<file path="src/rtl/blk_pkg.sv">
package blk_pkg;
  localparam int STAT_W = 8;
  typedef logic [1:0] bp_code_t;
  localparam bp_code_t BP_NONE = 2'b00;
  localparam bp_code_t BP_QUAR = 2'b01;
  localparam bp_code_t BP_HALF = 2'b10;
  localparam bp_code_t BP_FULL = 2'b11;
endpackage

</file>
<file path="src/rtl/blk_zone_map.sv">
module blk_zone_map
  import blk_pkg::*;
#(
  parameter int ADDR_W = 11
) (
  input  logic [ADDR_W-1:0] addr,
  input  bp_code_t          code,
  output logic              locked
);
  localparam int TOP = ADDR_W - 1;
  localparam int NXT = ADDR_W - 2;

  always_comb begin
    unique case (code)
      BP_NONE: locked = 1'b0;
      BP_QUAR: locked = addr[TOP] & addr[NXT];
      BP_HALF: locked = addr[TOP];
      default: locked = 1'b1;
    endcase
  end
endmodule

</file>
<file path="src/rtl/blk_wel.sv">
module blk_wel (
  input  logic clk,
  input  logic rst_n,
  input  logic set_stb,
  input  logic clr_stb,
  input  logic done_stb,
  output logic wel
);
  logic wel_d;

  always_comb begin
    wel_d = wel;
    if (set_stb) wel_d = 1'b1;
    if (clr_stb || done_stb) wel_d = 1'b0;
  end

  always_ff @(posedge clk or negedge rst_n) begin
    if (!rst_n) wel <= 1'b0;
    else        wel <= wel_d;
  end

  AST_WEL_SET: assert property (@(posedge clk) disable iff (!rst_n)
    (set_stb && !clr_stb && !done_stb) |=> wel);
  AST_WEL_CLEAR: assert property (@(posedge clk) disable iff (!rst_n)
    (clr_stb || done_stb) |=> !wel);
endmodule

</file>
<file path="src/rtl/blk_status_regs.sv">
module blk_status_regs
  import blk_pkg::*;
#(
  parameter logic     INIT_WPEN = 1'b0,
  parameter bp_code_t INIT_BP   = BP_NONE
) (
  input  logic        clk,
  input  logic        rst_n,
  input  logic        wp_pin,
  input  logic        wel,
  input  logic        cs_act,
  input  logic        srw_vld,
  input  logic [STAT_W-1:0] srw_data,
  output logic        wpen,
  output bp_code_t    bp,
  output logic        hwlock,
  output logic        commit
);
  logic     pend_q, pend_d;
  logic     pwpen_q, pwpen_d;
  bp_code_t pbp_q, pbp_d;
  logic     wpen_d;
  bp_code_t bp_d;
  logic     capture;

  assign hwlock  = ~wp_pin & wpen;
  assign commit  = pend_q & ~cs_act;
  assign capture = srw_vld & cs_act & wel & ~hwlock;

  always_comb begin
    pend_d  = pend_q;
    pwpen_d = pwpen_q;
    pbp_d   = pbp_q;
    wpen_d  = wpen;
    bp_d    = bp;
    if (commit) begin
      pend_d = 1'b0;
      wpen_d = pwpen_q;
      bp_d   = pbp_q;
    end else if (pend_q && hwlock) begin
      pend_d = 1'b0;
    end
    if (capture) begin
      pend_d  = 1'b1;
      pwpen_d = srw_data[7];
      pbp_d   = srw_data[3:2];
    end
  end

  always_ff @(posedge clk or negedge rst_n) begin
    if (!rst_n) begin
      pend_q  <= 1'b0;
      pwpen_q <= 1'b0;
      pbp_q   <= BP_NONE;
      wpen    <= INIT_WPEN;
      bp      <= INIT_BP;
    end else begin
      pend_q  <= pend_d;
      pwpen_q <= pwpen_d;
      pbp_q   <= pbp_d;
      wpen    <= wpen_d;
      bp      <= bp_d;
    end
  end

  AST_LOCK_FREEZE: assert property (@(posedge clk) disable iff (!rst_n)
    (hwlock && !pend_q) |=> ($stable(wpen) && $stable(bp)));
  AST_CANCEL_PEND: assert property (@(posedge clk) disable iff (!rst_n)
    (pend_q && cs_act && hwlock) |=> !pend_q);
  AST_NO_CAPTURE_UNLATCHED: assert property (@(posedge clk) disable iff (!rst_n)
    (!pend_q && !wel) |=> !pend_q);
endmodule

</file>
<file path="src/rtl/blocklock_guard.sv">
module blocklock_guard
  import blk_pkg::*;
#(
  parameter int       ADDR_W    = 11,
  parameter logic     INIT_WPEN = 1'b0,
  parameter bp_code_t INIT_BP   = BP_NONE
) (
  input  logic              clk,
  input  logic              rst_n,
  input  logic              wp_pin,
  input  logic              wren_stb,
  input  logic              wrdi_stb,
  input  logic              srw_vld,
  input  logic [7:0]        srw_data,
  input  logic              wr_done,
  input  logic              cs_act,
  input  logic              nv_busy,
  input  logic [ADDR_W-1:0] arr_addr,
  output logic [7:0]        status_byte,
  output logic              arr_ok,
  output logic              sr_ok,
  output logic              sr_commit
);
  logic     wel, wpen, hwlock, locked;
  bp_code_t bp;

  blk_wel u_wel (
    .clk(clk), .rst_n(rst_n), .set_stb(wren_stb), .clr_stb(wrdi_stb),
    .done_stb(wr_done), .wel(wel)
  );

  blk_status_regs #(.INIT_WPEN(INIT_WPEN), .INIT_BP(INIT_BP)) u_sr (
    .clk(clk), .rst_n(rst_n), .wp_pin(wp_pin), .wel(wel), .cs_act(cs_act),
    .srw_vld(srw_vld), .srw_data(srw_data), .wpen(wpen), .bp(bp),
    .hwlock(hwlock), .commit(sr_commit)
  );

  blk_zone_map #(.ADDR_W(ADDR_W)) u_zone (
    .addr(arr_addr), .code(bp), .locked(locked)
  );

  assign arr_ok = wel & ~locked;
  assign sr_ok  = wel & ~hwlock;

  always_comb begin
    if (nv_busy) status_byte = 8'hFF;
    else         status_byte = {wpen, 3'b000, bp, wel, 1'b0};
  end

  AST_FULL_LOCK: assert property (@(posedge clk) disable iff (!rst_n)
    (status_byte[3:2] == BP_FULL && !nv_busy) |-> !arr_ok);
  AST_NO_PERMIT_UNLATCHED: assert property (@(posedge clk) disable iff (!rst_n)
    $past(wr_done) |-> (!arr_ok && !sr_ok));
endmodule

</file>
<file path="config.mk">
export PLATFORM = sky130hd
export DESIGN_NAME = blocklock_guard
export DESIGN_NICKNAME = d
export VERILOG_FILES = /design/src/rtl/blk_pkg.sv /design/src/rtl/blk_zone_map.sv /design/src/rtl/blk_wel.sv /design/src/rtl/blk_status_regs.sv /design/src/rtl/blocklock_guard.sv
export SDC_FILE = /design/constraint.sdc
export NUM_CORES = 1
export LEC_CHECK = 0
export BUFFER_PORTS_ARGS = -buffer_cell sky130_fd_sc_hd__buf_2
export CAP_MARGIN = 0
export CORE_MARGIN = 2
export CORE_UTILIZATION = 30
export CTS_CLUSTER_SIZE = 14
export DETAILED_ROUTE_END_ITERATION = 8
export PLACE_DENSITY_LB_ADDON = 0.25
export SETUP_SLACK_MARGIN = 0.5
export SLEW_MARGIN = 0
export SYNTH_ARGS = -nofsm -noshare
export SYNTH_HDL_FRONTEND = slang
export SYNTH_HIERARCHICAL = 1
export SYNTH_SLANG_ARGS = --single-unit
</file>
<file path="constraint.sdc">
create_clock -name clk -period 1.3 [get_ports clk]
set_input_delay 0.065 -clock clk [delete_from_list [all_inputs] [get_ports clk]]
set_output_delay 0.065 -clock clk [all_outputs]
set_load 0.1 [all_outputs]
</file>
Yosys cells after proc, flatten, opt, wreduce, memory -nomap -nowiden:

Cells that the tools add are included.

* flip-flop bits (word level): 8
* input bits: 28
* output and inout bits: 11
* word-level logic and storage cells: 32

* equality and inequality tests: 2
* mux-type cells: 7
* bitwise logic cells: 12
* reduce and logical (&&, ||, !) cells: 5

Operators by type and width (count)
* bitwise AND 1 bit: 8
* two-way mux 8 bit: 1
* two-way mux 1 bit: 5
* inverter 1 bit: 4
* case mux 1 bit (3 select lines): 1
* nonzero test 3 bit: 1
* equality test 2 x 1 -> 1 bit, second input constant: 1
* equality test 2 bit, second input constant: 1
* logical NOT 2 bit: 1
* nonzero test 2 bit: 1
* logical AND 1 bit: 1
* logical OR 1 bit: 1

Longest topological paths before layout:

Gate-level depths: netlist of the first run.

* depth in word-level cells: 6
* depth in mapped cells: 3
* gate-level depth less buffers: 3

By module:

The synthesis of the first run kept the hierarchy.

Modules (own cells, without submodules)
* blk_status_regs: times used 1, cells each 19, area an instance 305.3 um^2, sequential area each 175.2 um^2
* blocklock_guard: times used 1, cells each 10, area an instance 67.6 um^2, sequential area each 0.0 um^2
* blk_wel: times used 1, cells each 3, area an instance 38.8 um^2, sequential area each 25.0 um^2
* blk_zone_map: times used 1, cells each 3, area an instance 13.8 um^2, sequential area each 0.0 um^2

Least setup slack after synthesis of the first run:

OpenSTA, ideal clock, no wires.

* path type: register -> output
* start point: register u_sr.bp[0]
* end point: output port arr_ok
* data arrival time: 1.887 ns
* data required time: 1.235 ns
* path slack: -0.652 ns
* stages on the path, launching flop included: 4
* cells stage by stage: dfrtp_1 -> o21ai_1 -> nand2_1 -> nor2b_1

* longest elaborated chain between the ends: 4
* elaborated cells between the ends (all ways): 6
* those cells by class: eq/ne (2); mux (1); bitwise (2); reduce/logical (1)

RTL lines
* start: declaration: RTL line blk_status_regs.sv:15 `output bp_code_t bp,`
* start signal: assignment: RTL line blk_status_regs.sv:62 `bp <= bp_d;`
* equality test 2 bit (tied with other cells): RTL line blk_zone_map.sv:14 `unique case (code)`
* case mux 1 bit (3 select lines) *: RTL line blk_zone_map.sv:14
* via locked: RTL line blocklock_guard.sv:24 `logic wel, wpen, hwlock, locked;`
* inverter 1 bit *: RTL line blocklock_guard.sv:42 `assign arr_ok = wel & ~locked;`
* bitwise AND 1 bit *: RTL line blocklock_guard.sv:42
* end: declaration: RTL line blocklock_guard.sv:20 `output logic arr_ok,`

Mark *: on every way through the listed nets, which the timed path passes. The rest lies on a longest branch.

Worst setup path after layout of the first run:

Ends and elaborated chain as after synthesis.

==> results.toml, run 1 <==
[synth]
yosysMostFrequentCell = "dfrtp_1"
syn_area_per_cell_um2 = 12.2
netlist_top_cells_area = "dfrtp_1, mux2_4, mux2_2"
synth_top_area_share_pct = 47.1
yosysUniqueCellTypes = 15
ys.flop_type = "dfrtp_1"
ys_seq_elements = 8
async_reset_ff_share_pct = 100
synth_edf_count = 0
yosysTopAreaCell = "dfrtp_1"
netlist_instances = 35
synth_common_cells = "dfrtp_1, buf_4, or2_1"
mappedNetlistArea_um2 = 425
ys_seq_area_share_pct = 47.1
synth_warnings = 6
syn_nets = 63

[critical_path]
crit_type = "reg2out"
path_buf_inv = 1
required_ns = 1.24
crit_arrival_ns = 1.19
reg2reg_slack_ns = 0.19
cp_top_family = "flip-flops"
cp_max_fo = 4
cp_slowest_stage_delay_ns = 0.40
crit_chain = "o21ai_1, nand2_1, nor2b_4, buf_12"
crit_path_end_kind = "output port"
critPathSlowestCell = "dfrtp_1"
cp-start-kind = "register"

[layout]
layout-drive-gt1-share_pct = 77.6
nNetsFinal = 97
n_antenna_cell = 0
stdcell_area_um2 = 812
fin_util_pct = 61.6
fin_cells = 82
area_growth_syn_to_layout_pct = 90.9

[grt]
grt_max_degree = 9
grt_pass1_vias = 336
antenna_found_initial = 0
track_usage_pct = 9.59
gr-total-overflow = 0
grt_pass1_wl_um = 1260

[sta]
worst_slew_pin_slew_ns = 0.483
hold_viol_final = 0
min_period_ns = 1.25
rsz0062_at_grt = "yes"
fin_crit_sh_pct = 96.2
drv_slew = 0
relSlewSlack_pct = 68.0
fmax_ghz = 0.800
skew_ns = 0.00293
setup_violations = 0

[clock_tree]
tritoncts = "yes"
clkTransAtPathRegs_ns = 0.05
cts_sinks = 8
worstSkewPairLatency_ns = 0.25
cts_root_buf = "clkbuf_4"
clockBufferDepth = 2
numCtsBuffers = 3
cts-htree-levels = 1

[place]
dp.cells = 70
port_buffers = 24
placedInstanceArea_um2 = 638
gp_congestion = 0.651

[routing]
firstDrtPassIters = 2
drc = 0
wire_per_inst_um = 10.1
wl_um = 829
via_count = 353
first_iter_violations = 2
via_per_inst = 4.30
ant_nets = 0

[floorplanning]
rows = 13
die_w_um = 41.7
die_y_um = 41.7
dieArea_um2 = 1740
num_io_pins = 39
initial_utilization_pct = 32.3
coreArea_um2 = 1320

[pwr]
power.density_nw_per_um2 = 1500
leakage_nw = 0.405
irDropWorstVdd_v = 0.000687

[run_status]
status = "finished clean"

[job]
max-cap-violations = 0

[worst_hold_path]
hp-class = "in2reg"
## through the flow
| stage | TNS, ns | hold WS, ns | setup slack [ns] | total power [mW] |
|---|---|---|---|---|
| 3_3_place_gp | 0 | -0.0863 | 0.230 | 0.878 |
| 6_report | 0 | 0.0428 | 0.0498 | 1.22 |
| 5_1_grt | -0.0138 | 0.0359 | -0.0138 | 1.27 |
| 3_5_place_dp | 0 | -0.0859 | 0.229 | 0.882 |
| 4_1_cts | 0 | 0.0332 | 0.0298 | 1.17 |
| 2_1_floorplan | -0.251 | -0.231 | -0.0836 | 0.787 |
## state kept, by name, indices dropped and copies added, names as in the netlist
register,flops
u_sr/bp,2
u_sr/pbp_q,2
u_sr/pend_q,1
u_sr/pwpen_q,1
u_wel/wel,1
u_sr/wpen,1
## cells by family (layout without fill, tap and decap cells)
family,Yosys count,in the layout,share of synthesized area (%)
AO/OA/AOI/OAI,1,1,1.18
AND/OR/NAND/NOR,15,15,25.3
buffers and inverters,5,37,7.94
flip-flops,8,8,47.1
multiplexers,6,6,18.5
## worst reg2reg max path, cell delays in order, from the launching register on
cell and delay (ns):
dfrtp_1 0.36, nor2b_4 0.22, buf_12 0.13, mux2_4 0.28
## area by class of cell
cell class | instances | area [um^2]
fill | 112 | 505
timing repair buffer | 33 | 320
multi-input combinational | 22 | 243
sequential | 8 | 201
clock buffer | 3 | 22.5
tap | 15 | 18.8
inverter | 1 | 6.26
## per-layer routing
| layer | GRT usage [%] | wire length (um) |
|---|---|---|
| met1 | 10.5 | 317 |
| met2 | 15.0 | 454 |
| met3 | 3.04 | 57 |
| met4 | 7.74 | 0 |
| met5 | 0 | 0 |
## timing repair
item / 4_1_cts / 5_1_grt
endpoints found under the setup margin: 13 / 14
setup buffers: 4 / 2
hold endpoints to repair: 9 / 0
hold buffers: 3 / 0
pin swaps: 3 / 2
resized for setup: 10 / 8
## worst paths after layout
check	startpoint	to	cells past startpoint
min	srw_data[3]	u_sr/pbp_q[1]$_DFFE_PN0P_	2
min reg2reg	u_sr/pwpen_q$_DFFE_PN0P_	u_sr/wpen$_DFFE_PN0P_	1
min in group asynchronous	rst_n	u_sr/bp[0]$_DFFE_PN0P_	2
max reg2reg	u_sr/pend_q$_DFFE_PN0P_	u_sr/wpen$_DFFE_PN0P_	3
max in group asynchronous	rst_n	u_wel/wel$_DFFE_PN0P_	2
max	u_sr/bp[0]$_DFFE_PN0P_	arr_ok	4
## placed cells by master (no fill, tap or decap), drive strengths merged, types with 2 or more instances in the layout
| cell type | netlist | final |
|---|---|---|
| buf | 4 | 30 |
| clkbuf | 0 | 3 |
| dfrtp | 8 | 8 |
| dlygate4sd3 | 0 | 3 |
| mux2 | 6 | 6 |
| nand2 | 2 | 2 |
| nand3 | 2 | 2 |
| nor2b | 3 | 3 |
| or2 | 4 | 4 |
## report_power, final
| part | internal (mW) | leakage (nW) | switching [mW] |
|---|---|---|---|
| clock | 0.105 | 0.0138 | 0.0812 |
| combinational | 0.309 | 0.290 | 0.366 |
| sequential | 0.309 | 0.101 | 0.0501 |
| total | 0.724 | 0.405 | 0.497 |
No activity file was read; power rests on OpenSTA's default activity.
==> inputs of run 2 (changes only) <==
--- a/config.mk
+++ b/config.mk
@@ -7,7 +7,6 @@
 export LEC_CHECK = 0
 export BUFFER_PORTS_ARGS = -buffer_cell sky130_fd_sc_hd__buf_2
 export CAP_MARGIN = 0
-export CORE_MARGIN = 2
 export CORE_UTILIZATION = 30
 export CTS_CLUSTER_SIZE = 14
 export DETAILED_ROUTE_END_ITERATION = 8
==> run 2 against run 1 <==
Combinational power grew 3%. Cell count grew 1.2%. Core utilization grew 0.85 points. Worst setup slack gained 0.0053 ns. Register-to-register slack is essentially flat. Clock skew shrank 0.0015 ns. Wire length grew 2.5%. Sequential cell count is the same. Highest routed layer unchanged. Critical path depth is the same.
==> results.toml, run 2 (same netlist as run 1, synthesis figures left out) <==
[pwr]
cell_internal_pwr_mw = 0.737
seq_power_share_pct = 29.2
p_sw_mw = 0.505
power.density_nw_per_um2 = 1510
irDropWorstVdd_v = 0.000647
pwr-share-clk_pct = 15.0
netSwitchingFraction_pct = 40.7
leakage_nw = 0.411
comb_power_share_pct = 55.8

[layout]
stdcell_area_um2 = 823
top_regs = "u_sr/bp x2, u_sr/pbp_q x2"
layout-drive-gt1-share_pct = 77.9
final_cell_mix = "buf_2, buf_12, dfrtp_1"
area_growth_syn_to_layout_pct = 93.5
nNetsFinal = 98
final_common_cell = "buf_2"
n_antenna_cell = 0

[clock_tree]
cts_sinks = 8
cts-htree-levels = 1
clkTransAtPathRegs_ns = 0.06
cts_root_buf = "clkbuf_4"
numCtsBuffers = 3
tritoncts = "yes"
clockBufferDepth = 2
worstSkewPairLatency_ns = 0.25

[floorplanning]
dieArea_um2 = 1570
coreArea_um2 = 1320
die_y_um = 39.7
initial_utilization_pct = 32.3
die_w_um = 39.7
num_io_pins = 39
rows = 13

[grt]
track_usage_pct = 12.1
grt_pass1_vias = 338
grt_pass1_wl_um = 1280
grt_max_degree = 9
gr-total-overflow = 0
antenna_found_initial = 0

[sta]
setup_tns_ns = 0
setup_violations = 0
hold_viol_final = 0
worst_slew_pin_slew_ns = 0.485
min_period_ns = 1.24
relSlewSlack_pct = 67.9
drv_slew = 0
rsz0062_at_grt = "yes"
fmax_ghz = 0.803
skew_ns = 0.00148
fin_crit_sh_pct = 95.8

[critical_path]
path_buf_inv = 1
critPathSlowestCell = "dfrtp_1"
cp-start-kind = "register"
cp_top_family = "flip-flops"
cp_slowest_stage_delay_ns = 0.40
crit_arrival_ns = 1.18
required_ns = 1.24
cp_max_fo = 4
crit_chain = "o21ai_1, nand2_1, nor2b_4, buf_12"
crit_type = "reg2out"
crit_path_end_kind = "output port"

[routing]
wire_per_inst_um = 10.2
wl_um = 850
drc = 0
first_iter_violations = 1
via_count = 376
firstDrtPassIters = 2
via_per_inst = 4.53
ant_nets = 0

[place]
placedInstanceArea_um2 = 638
gp_congestion = 0.621
hpwl_um = 618
port_buffers = 24

[run_status]
status = "finished clean"

[job]
max-cap-violations = 0

[worst_hold_path]
hp-class = "in2reg"
run 2: repair_timing:
action / in CTS / in global routing
buffers inserted: 5 / 2
resized for setup: 12 / 7
pin swaps: 3 / 3
hold buffers: 3 / 0
endpoints found under the setup margin: 14 / 14
endpoints found under the hold margin: 9 / 0
gates cloned: 0 / 0
run 2: final cells by class:
class | instances | area (um^2)
Fill cell | 114 | 494
Timing Repair Buffer | 34 | 332
Multi-Input combinational cell | 22 | 243
Sequential cell | 8 | 201
Clock buffer | 3 | 22.5
Tap cell | 15 | 18.8
Inverter | 1 | 6.26
run 2: worst reg2reg max path: stages, from the launching register on:
cell	delay, ns
dfrtp_1	0.43
nand2b_4	0.13
nand4_4	0.12
mux2_4	0.32
run 2: stage by stage:
step | power (mW) | hold WS, ns | worst slack [ns] | utilization [%] | cells
finish | 1.24 | 0.0480 | 0.0551 | 62.5 | 83
global route | 1.30 | 0.0401 | 0.00612 | 62.5 | 83
CTS | 1.20 | 0.0392 | 0.0349 | 59.4 | 81
detailed placement | 0.886 | -0.0842 | 0.213 | 48.4 | 70
global placement | 0.879 | -0.0852 | 0.234 | 48.4 | 70
floorplan | 0.787 | -0.231 | -0.0836 | - | 35
run 2: final timing paths:
check                                   startpoint                         to  slack [ns]  cells after the start
max reg2reg                  u_sr/wpen$_DFFE_PN0P_  u_sr/pbp_q[1]$_DFFE_PN0P_        0.18                      3
min reg2reg                u_sr/pend_q$_DFFE_PN0P_    u_sr/pend_q$_DFFE_PN0P_        0.50                      2
max                         u_sr/bp[0]$_DFFE_PN0P_                     arr_ok        0.06                      4
min                                    srw_data[7]   u_sr/pwpen_q$_DFFE_PN0P_        0.05                      2
min in group asynchronous                    rst_n      u_wel/wel$_DFFE_PN0P_        0.19                      2
max in group asynchronous                    rst_n      u_wel/wel$_DFFE_PN0P_        0.93                      2
run 2: power groups by stage:
| stage | clock network, mW | registers, mW | logic, mW |
|---|---|---|---|
| floorplan | 0 | 0.351 | 0.436 |
| global placement | 0 | 0.366 | 0.513 |
| detailed placement | 0 | 0.368 | 0.518 |
| CTS | 0.196 | 0.362 | 0.639 |
| global route | 0.207 | 0.367 | 0.722 |
| finish | 0.186 | 0.363 | 0.693 |
run 2: routing by layer:
| layer | GRT usage [%] | share of wire [%] | vias up |
|---|---|---|---|
| met5 | 0 | 0 | - |
| met4 | 5.17 | 0 | 0 |
| met3 | 2.27 | 6.2 | 0 |
| met2 | 23.0 | 55 | 18 |
| met1 | 12.4 | 39 | 177 |
| li1 | - | - | 181 |
